$ cat src/rtl/fu_pick_pkg.sv
package fu_pick_pkg;
  typedef struct packed {
    logic busy;
    logic rd_rel;
    logic wr_rel;
    logic wr_need;
  } fu_state_t;
endpackage

$ cat src/rtl/prio_pick.sv
module prio_pick #(
  parameter int W = 4
) (
  input  logic [W-1:0] req_i,
  output logic [W-1:0] gnt_o
);
  logic [W-1:0] lower_any;

  assign lower_any[0] = 1'b0;
  for (genvar i = 1; i < W; i++) begin : g_chain
    assign lower_any[i] = lower_any[i-1] | req_i[i-1];
  end

  assign gnt_o = req_i & ~lower_any;

  always_comb begin
    assert_pick_subset_R5: assert ((gnt_o & ~req_i) == '0);
  end
endmodule

$ cat src/rtl/fu_release_cell.sv
module fu_release_cell
  import fu_pick_pkg::*;
(
  input  logic clk_i,
  input  logic rst_ni,
  input  logic issue_i,
  input  logic need_rd_i,
  input  logic need_wr_i,
  input  logic rd_free_i,
  input  logic wr_free_i,
  input  logic go_rd_i,
  input  logic go_wr_i,
  output logic busy_o,
  output logic rd_req_o,
  output logic wr_req_o
);
  fu_state_t st_q;

  always_ff @(posedge clk_i or negedge rst_ni) begin
    if (!rst_ni) begin
      st_q <= '0;
    end else if (!st_q.busy) begin
      if (issue_i) begin
        st_q.busy    <= 1'b1;
        st_q.rd_rel  <= need_rd_i;
        st_q.wr_rel  <= need_wr_i & ~need_rd_i;
        st_q.wr_need <= need_wr_i;
      end
    end else if (go_wr_i) begin
      st_q.wr_rel <= 1'b0;
      st_q.busy   <= 1'b0;
    end else if (go_rd_i) begin
      st_q.rd_rel <= 1'b0;
      if (st_q.wr_need) st_q.wr_rel <= 1'b1;
      else              st_q.busy   <= 1'b0;
    end else if (!st_q.rd_rel && !st_q.wr_rel) begin
      st_q.busy <= 1'b0;  // nothing to do
    end
  end

  // own grant masks own request: breaks the grant->request loop
  assign rd_req_o = st_q.rd_rel & rd_free_i & ~go_rd_i;
  assign wr_req_o = st_q.wr_rel & wr_free_i & ~go_wr_i;
  assign busy_o   = st_q.busy;

  assert_issue_sets_busy_R2: assert property (@(posedge clk_i) disable iff (!rst_ni)
    issue_i && !busy_o |=> busy_o);
  assert_no_grant_idle_R4: assert property (@(posedge clk_i) disable iff (!rst_ni)
    (go_rd_i || go_wr_i) |-> busy_o);
  assert_rd_single_R7: assert property (@(posedge clk_i) disable iff (!rst_ni)
    go_rd_i |=> !go_rd_i);
  assert_wr_frees_R9: assert property (@(posedge clk_i) disable iff (!rst_ni)
    go_wr_i |=> !busy_o);
  assert_wr_after_rd_R8: assert property (@(posedge clk_i) disable iff (!rst_ni)
    go_wr_i |-> !st_q.rd_rel);
endmodule

$ cat src/rtl/fu_release_picker.sv
module fu_release_picker #(
  parameter int NUM_FU = 4
) (
  input  logic              clk_i,
  input  logic              rst_ni,
  input  logic [NUM_FU-1:0] issue_i,
  input  logic [NUM_FU-1:0] need_rd_i,
  input  logic [NUM_FU-1:0] need_wr_i,
  input  logic [NUM_FU-1:0] rd_free_i,
  input  logic [NUM_FU-1:0] wr_free_i,
  output logic [NUM_FU-1:0] go_rd_o,
  output logic [NUM_FU-1:0] go_wr_o,
  output logic [NUM_FU-1:0] busy_o
);
  logic [NUM_FU-1:0] rd_req, wr_req;
  logic [NUM_FU-1:0] rd_gnt, wr_gnt;
  logic [NUM_FU-1:0] go_rd_q, go_wr_q;

  for (genvar i = 0; i < NUM_FU; i++) begin : g_fu
    fu_release_cell u_cell (
      .clk_i     (clk_i),
      .rst_ni    (rst_ni),
      .issue_i   (issue_i[i]),
      .need_rd_i (need_rd_i[i]),
      .need_wr_i (need_wr_i[i]),
      .rd_free_i (rd_free_i[i]),
      .wr_free_i (wr_free_i[i]),
      .go_rd_i   (go_rd_q[i]),
      .go_wr_i   (go_wr_q[i]),
      .busy_o    (busy_o[i]),
      .rd_req_o  (rd_req[i]),
      .wr_req_o  (wr_req[i])
    );
  end

  prio_pick #(.W(NUM_FU)) u_rd_pick (.req_i(rd_req), .gnt_o(rd_gnt));
  prio_pick #(.W(NUM_FU)) u_wr_pick (.req_i(wr_req), .gnt_o(wr_gnt));

  always_ff @(posedge clk_i or negedge rst_ni) begin
    if (!rst_ni) begin
      go_rd_q <= '0;
      go_wr_q <= '0;
    end else begin
      go_rd_q <= rd_gnt;
      go_wr_q <= wr_gnt;
    end
  end

  assign go_rd_o = go_rd_q;
  assign go_wr_o = go_wr_q;

  assert_rd_onehot_R6: assert property (@(posedge clk_i) disable iff (!rst_ni)
    $onehot0(go_rd_o));
  assert_wr_onehot_R6: assert property (@(posedge clk_i) disable iff (!rst_ni)
    $onehot0(go_wr_o));

  for (genvar i = 0; i < NUM_FU; i++) begin : g_chk
    localparam logic [NUM_FU-1:0] LOWER = NUM_FU'((1 << i) - 1);
    assert_rd_prio_R5: assert property (@(posedge clk_i) disable iff (!rst_ni)
      go_rd_o[i] |-> ($past(rd_req) & LOWER) == '0);
    assert_wr_prio_R5: assert property (@(posedge clk_i) disable iff (!rst_ni)
      go_wr_o[i] |-> ($past(wr_req) & LOWER) == '0);
    assert_rd_from_req_R7: assert property (@(posedge clk_i) disable iff (!rst_ni)
      go_rd_o[i] |-> $past(rd_req[i]));
  end
endmodule

$ cat config.mk
export PLATFORM = sky130hd
export DESIGN_NAME = fu_release_picker
export DESIGN_NICKNAME = d
export VERILOG_FILES = /design/src/rtl/fu_pick_pkg.sv /design/src/rtl/prio_pick.sv /design/src/rtl/fu_release_cell.sv /design/src/rtl/fu_release_picker.sv
export SDC_FILE = /design/constraint.sdc
export NUM_CORES = 1
export LEC_CHECK = 0
export CAP_MARGIN = 30
export CORE_MARGIN = 5
export CORE_UTILIZATION = 40
export DETAILED_ROUTE_END_ITERATION = 12
export MAX_ROUTING_LAYER = met4
export PLACE_DENSITY = 0.69
export SLEW_MARGIN = 20
export SYNTH_ARGS = -nofsm -noshare
export SYNTH_HDL_FRONTEND = slang
export SYNTH_SLANG_ARGS = --single-unit
export TNS_END_PERCENT = 1
$ cat constraint.sdc
create_clock -name clk_i -period 3.41 [get_ports clk_i]
set_clock_uncertainty 0.1 [all_clocks]
set_input_delay 0.682 -clock clk_i [delete_from_list [all_inputs] [get_ports clk_i]]
set_output_delay 0.682 -clock clk_i [all_outputs]
set_load 0.02 [all_outputs]
=== Word-level counts from Yosys, hierarchy flattened ===
Index checks and enable logic that the tools add are counted.

* Bits in registers: 24
* Bits of input ports: 22
* Output and inout bits: 12
* Logic and storage cells: 146

* Equality and inequality tests: 16
* Multiplexer cells: 40
* Bitwise operators: 44
* Reductions and logical operators: 28

{| class="wikitable"
|+ Operators by type and width
! kind !! count
|-
| 1-bit two-way mux || 28
|-
| 3-bit inequality test (second input constant) || 8
|-
| 3-bit AND reduction || 8
|-
| 1-bit bitwise AND || 20
|-
| 4-bit two-way mux || 4
|-
| 2-bit inequality test (second input constant) || 8
|-
| 1-bit inverter || 16
|-
| 3-bit two-way mux || 4
|-
| 4-bit bitwise AND || 2
|-
| 1-bit zero test || 8
|-
| 2-bit two-way mux || 4
|-
| 4-bit inverter || 2
|-
| 2-bit AND reduction || 4
|-
| 2-bit nonzero test || 4
|-
| 1-bit logical AND || 4
|-
| 1-bit OR || 4
|}

=== Longest topological paths before layout ===
* Depth in word-level cells: 6
* Gate-level depth with buffers: 3
* Mapped depth without buffers: 3

=== Hierarchy ===
A second synthesis with hierarchy kept.

* Cell total of the unflattened synthesis: 108
* Area, all modules: 1,118.6 sq um

{| class="wikitable"
|+ By module, submodules not included
! module !! instances !! cells each !! area an instance (sq um)
|-
| fu_release_cell || 4 || 23 || 211.5
|-
| fu_release_picker || 1 || 8 || 200.2
|-
| prio_pick || 2 || 4 || 36.3
|}

=== Worst setup path before layout ===
No wires, ideal clock.

* Path type: input to register
* Start: input issue_i[1]
* End: register g_fu[1].u_cell.st_q[0] (netlist name)
* Data arrival time: 1.176 ns
* Required time: 3.185 ns
* Path slack: 2.009 ns
* Cell stages on the path: 2
* Cell sequence: nor2b_4 -> mux2_2

* Cells in the longest elaborated chain, start to end: 1

{| class="wikitable"
|+ Ends and longest elaborated chain
! what !! RTL line !! source
|-
| start: declaration || fu_release_picker.sv:6 || <nowiki>input logic [NUM_FU-1:0] issue_i,</nowiki>
|-
| 2-bit AND reduction (no line) || n/a ||
|-
| end: declaration || fu_release_cell.sv:17 || <nowiki>fu_state_t st_q;</nowiki>
|}

No other way between the ends.
A chain may end at the register's enable or synchronous reset.

=== Worst setup path after layout ===
* Start: register g_fu[1].u_cell.st_q, in the netlist g_fu[1].u_cell.busy_o
* End: output busy_o[1]

{| class="wikitable"
|+ RTL lines
! what !! RTL line !! source
|-
| end: declaration || fu_release_picker.sv:13 || <nowiki>output logic [NUM_FU-1:0] busy_o</nowiki>
|}

No word-level cell between the ends.

==> summary.txt <==
Clocking
  • Hold_buf cts: 0
  • CTS Buf Count: 3
  • CTS root buffer: clkbuf_4
  • CTS tree: built
  • Clk_lat worst skew: 0.30 ns
  • H-tree Lvls: 1
  • Post_cts resized: 0
  • Clk slew on worst S/H paths: 0.12 ns
  • Post-CTS Setup Inserts: 0
  • CTS sink cnt: 24
  • Worst-case clock buffer depth: 2

Logic synthesis
  • Seq cells post-synth: 24
  • Post-synthesis sequential area ratio: 51.6%
  • Synthesized Nets: 134
  • Cells after Synth: 112
  • Most used DFF post-synth: dfrtp_1
  • EDFF count, synth: 0
  • Synth top area cells: dfrtp_1 52%, buf_4 7.7%, mux2_2 3.9%
  • Synth area leader: dfrtp_1
  • Cell with the most instances after synthesis: dfrtp_1
  • Post-synth design cell area: 1160 um^2
  • Mean post-synth cell area: 10.4 um^2
  • Ys Warns: 0
  • Commonest cells post-synth: 24 x dfrtp_1, 12 x buf_4, 10 x nor2_1
  • Synth cell types: 28
  • Top cell type's share of synthesized area: 51.6%
  • Ys async rst share: 100%

Setup path
  • CP arrival: 1.46 ns
  • Launching point of the worst reg2reg path: g_fu[1].u_cell.busy_o$_DFF_PN0_
  • R2r setup slk: 2.17 ns
  • WP data required: 2.63 ns
  • Worst-path fanout max: 6
  • Crit. End Element: output pin
  • CP cell instances: clkdlybuf4s50_1
  • Path depth of the worst reg2reg path: 2
  • Largest stage delay, worst path: 0.65 ns
  • Worst flop-to-flop path endpoint: g_fu[1].u_cell.st_q[0]$_DFFE_PN0P_
  • Startpoint type of the worst setup path: flip-flop
  • CP delay by family, top: buffers and inverters
  • WS Path Type: reg2out
  • Slowest cell on crit path: clkdlybuf4s50_1
  • Buf/Inv on CP: 1

Detailed routing
  • DRC: 0
  • DR pass1 iterations: 4
  • Via count: 897
  • Wirelength, routed: 2.18 mm
  • Via density: 5.31
  • DR iter-0 viols: 31
  • Routed WL per cell: 12.9 um
  • Antenna Nets Post-Route: 0

STA
  • TNS Setup: 0 ns
  • Unrepaired setup endpoints after global routing: no
  • Achievable Freq: 447 MHz
  • Crit path time final: 2.24 ns
  • Worst slew pin tran: 0.304 ns
  • Fin. Hold Viols: 0
  • Max Slew Vio Count: 0
  • Final WS setup: 1.17 ns
  • Max-slew headroom: 79.5%
  • Final worst-path cycle share: 65.6%
  • Setup Viol. Count Final: 0

Die
  • Row cnt: 19
  • Die H: 64.0 um
  • Ports: 34
  • Initial core utilization: 41.9%
  • Core footprint: 2780 um^2
  • Die Wd: 64.0 um
  • Die footprint: 4090 um^2

Place
  • RD Place Congestion: 0.786
  • DP Wirelength: 1.71 mm
  • Worst slack at placement: 1.47 ns
  • Cells after DPL: 165
  • Port Buffers: 33

Final layout
  • Final std cells w/o fill: 169
  • P&R area growth vs syn: 27.7%
  • Proportion of layout cells with a drive suffix above 1: 9.42%
  • Final-stage net count: 161
  • Antenna cells: 0
  • Layout Utilization: 53.5%

Power and ir drop
  • Seq pwr share: 48.4%
  • Worst vdd ir: 433 uV
  • Combinational group share of total power: 38.7%
  • Int Power: 697 uW
  • Clock network power share: 12.9%
  • PD cells: 744 nW/um^2
  • Pleak: 0.641 nW
  • Net Sw Frac: 37.1%
  • Sw Pwr: 411 uW

Global route
  • Number of global-route vias before repair: 885
  • First-pass GRT wire length: 3.75 mm
  • Initial antenna violation count: 0
  • Remaining Overflow, GRT: 0
  • Largest net degree at the start of global routing: 25
  • Total GRT Usage: 11.6%

Hold path
  • Worst Hold Class: reg2reg
  • Min-delay src: go_wr_o[3]$_DFF_PN0_
  • Hold Crit Depth: 1
  • Hold Path Sink: go_wr_o[3]$_DFF_PN0_

Run
  • Max Cap Violations: 0

Status
  • Run status: completed
-- sequential cells by signal, indices dropped and copies added, names as in the netlist --
| name | cells |
|---|---|
| g_fu.u_cell.st_q | 12 |
| go_rd_o | 4 |
| go_wr_o | 4 |
| g_fu.u_cell.busy_o | 4 |
-- worst max path at each step --
| stage | from | end | slack (ns) | depth (start not counted) |
|---|---|---|---|---|
| after floorplan | issue_i[1] | g_fu[1].u_cell.st_q[0]$_DFFE_PN0P_ | 2.01 | 2 |
| after global placement | issue_i[2] | g_fu[2].u_cell.st_q[0]$_DFFE_PN0P_ | 1.49 | 4 |
| after detailed placement | issue_i[2] | g_fu[2].u_cell.st_q[0]$_DFFE_PN0P_ | 1.47 | 4 |
| after CTS | g_fu[1].u_cell.busy_o$_DFF_PN0_ | busy_o[1] | 1.15 | 1 |
| after global routing | g_fu[1].u_cell.busy_o$_DFF_PN0_ | busy_o[1] | 1.08 | 1 |
| final | g_fu[1].u_cell.busy_o$_DFF_PN0_ | busy_o[1] | 1.17 | 1 |
-- kinds of logic (layout without fill, tap and decap cells) --
family,count (synthesis),after routing,share of synthesized area [%]
flip-flops,24,24,51.6
AO/OA/AOI/OAI,24,24,13.4
multiplexers,8,8,7.30
buffers and inverters,18,44,9.67
AND/OR/NAND/NOR,38,38,18.0
-- placed cells by master, fill, tap and decap left out --
cell type	instances
o21ai_0	4
o21ai_1	1
mux2i_1	4
mux2_2	4
clkbuf_4	3
a22o_2	1
a311oi_1	1
nor2_1	10
a221oi_1	1
o31ai_1	1
nand2_1	6
nor4_1	1
and3b_1	2
o22ai_1	3
o32ai_1	2
buf_4	1
a21oi_1	6
o211ai_1	2
dfrtp_1	24
nand3b_1	2
nand3_1	1
a31o_2	1
inv_1	6
a31oi_1	1
nand2b_1	6
nor4_2	1
clkdlybuf4s50_1	33
nor3_1	6
nor2b_4	1
nor2b_1	2
clkbuf_8	1
-- stage by stage --
| stage | area [um^2] | power, mW | hold WS, ns |
|---|---|---|---|
| 3_3_place_gp | 1450 | 0.962 | 0.387 |
| 6_report | 1490 | 1.11 | 0.401 |
| 3_5_place_dp | 1450 | 0.975 | 0.388 |
| 5_1_grt | 1490 | 1.20 | 0.426 |
| 4_1_cts | 1490 | 1.12 | 0.406 |
| 2_1_floorplan | 1160 | 0.846 | 0.286 |
-- area by class of cell --
cell class                      count  area, um^2
Inverter                            6        22.5
Multi-Input combinational cell     70         452
Sequential cell                    24         601
Fill cell                         254        1290
Tap cell                           31        38.8
Timing Repair Buffer               34         338
Clock buffer                        4        36.3
-- routing by layer --
layer,up-vias,wire (um),track usage (%)
li1,441,-,-
met1,425,1030,14.8
met2,29,995,17.2
met3,2,138,3.33
met4,0,16,4.94
met5,-,0,-
-- power by group through the flow --
stage,logic [mW],clock network (mW),registers [mW]
final,0.429,0.143,0.536
after floorplan,0.342,0,0.505
after global routing,0.473,0.166,0.559
after CTS,0.435,0.150,0.535
after global placement,0.426,0,0.537
after detailed placement,0.434,0,0.541
Note: power is estimated with default switching activity, not from simulation.
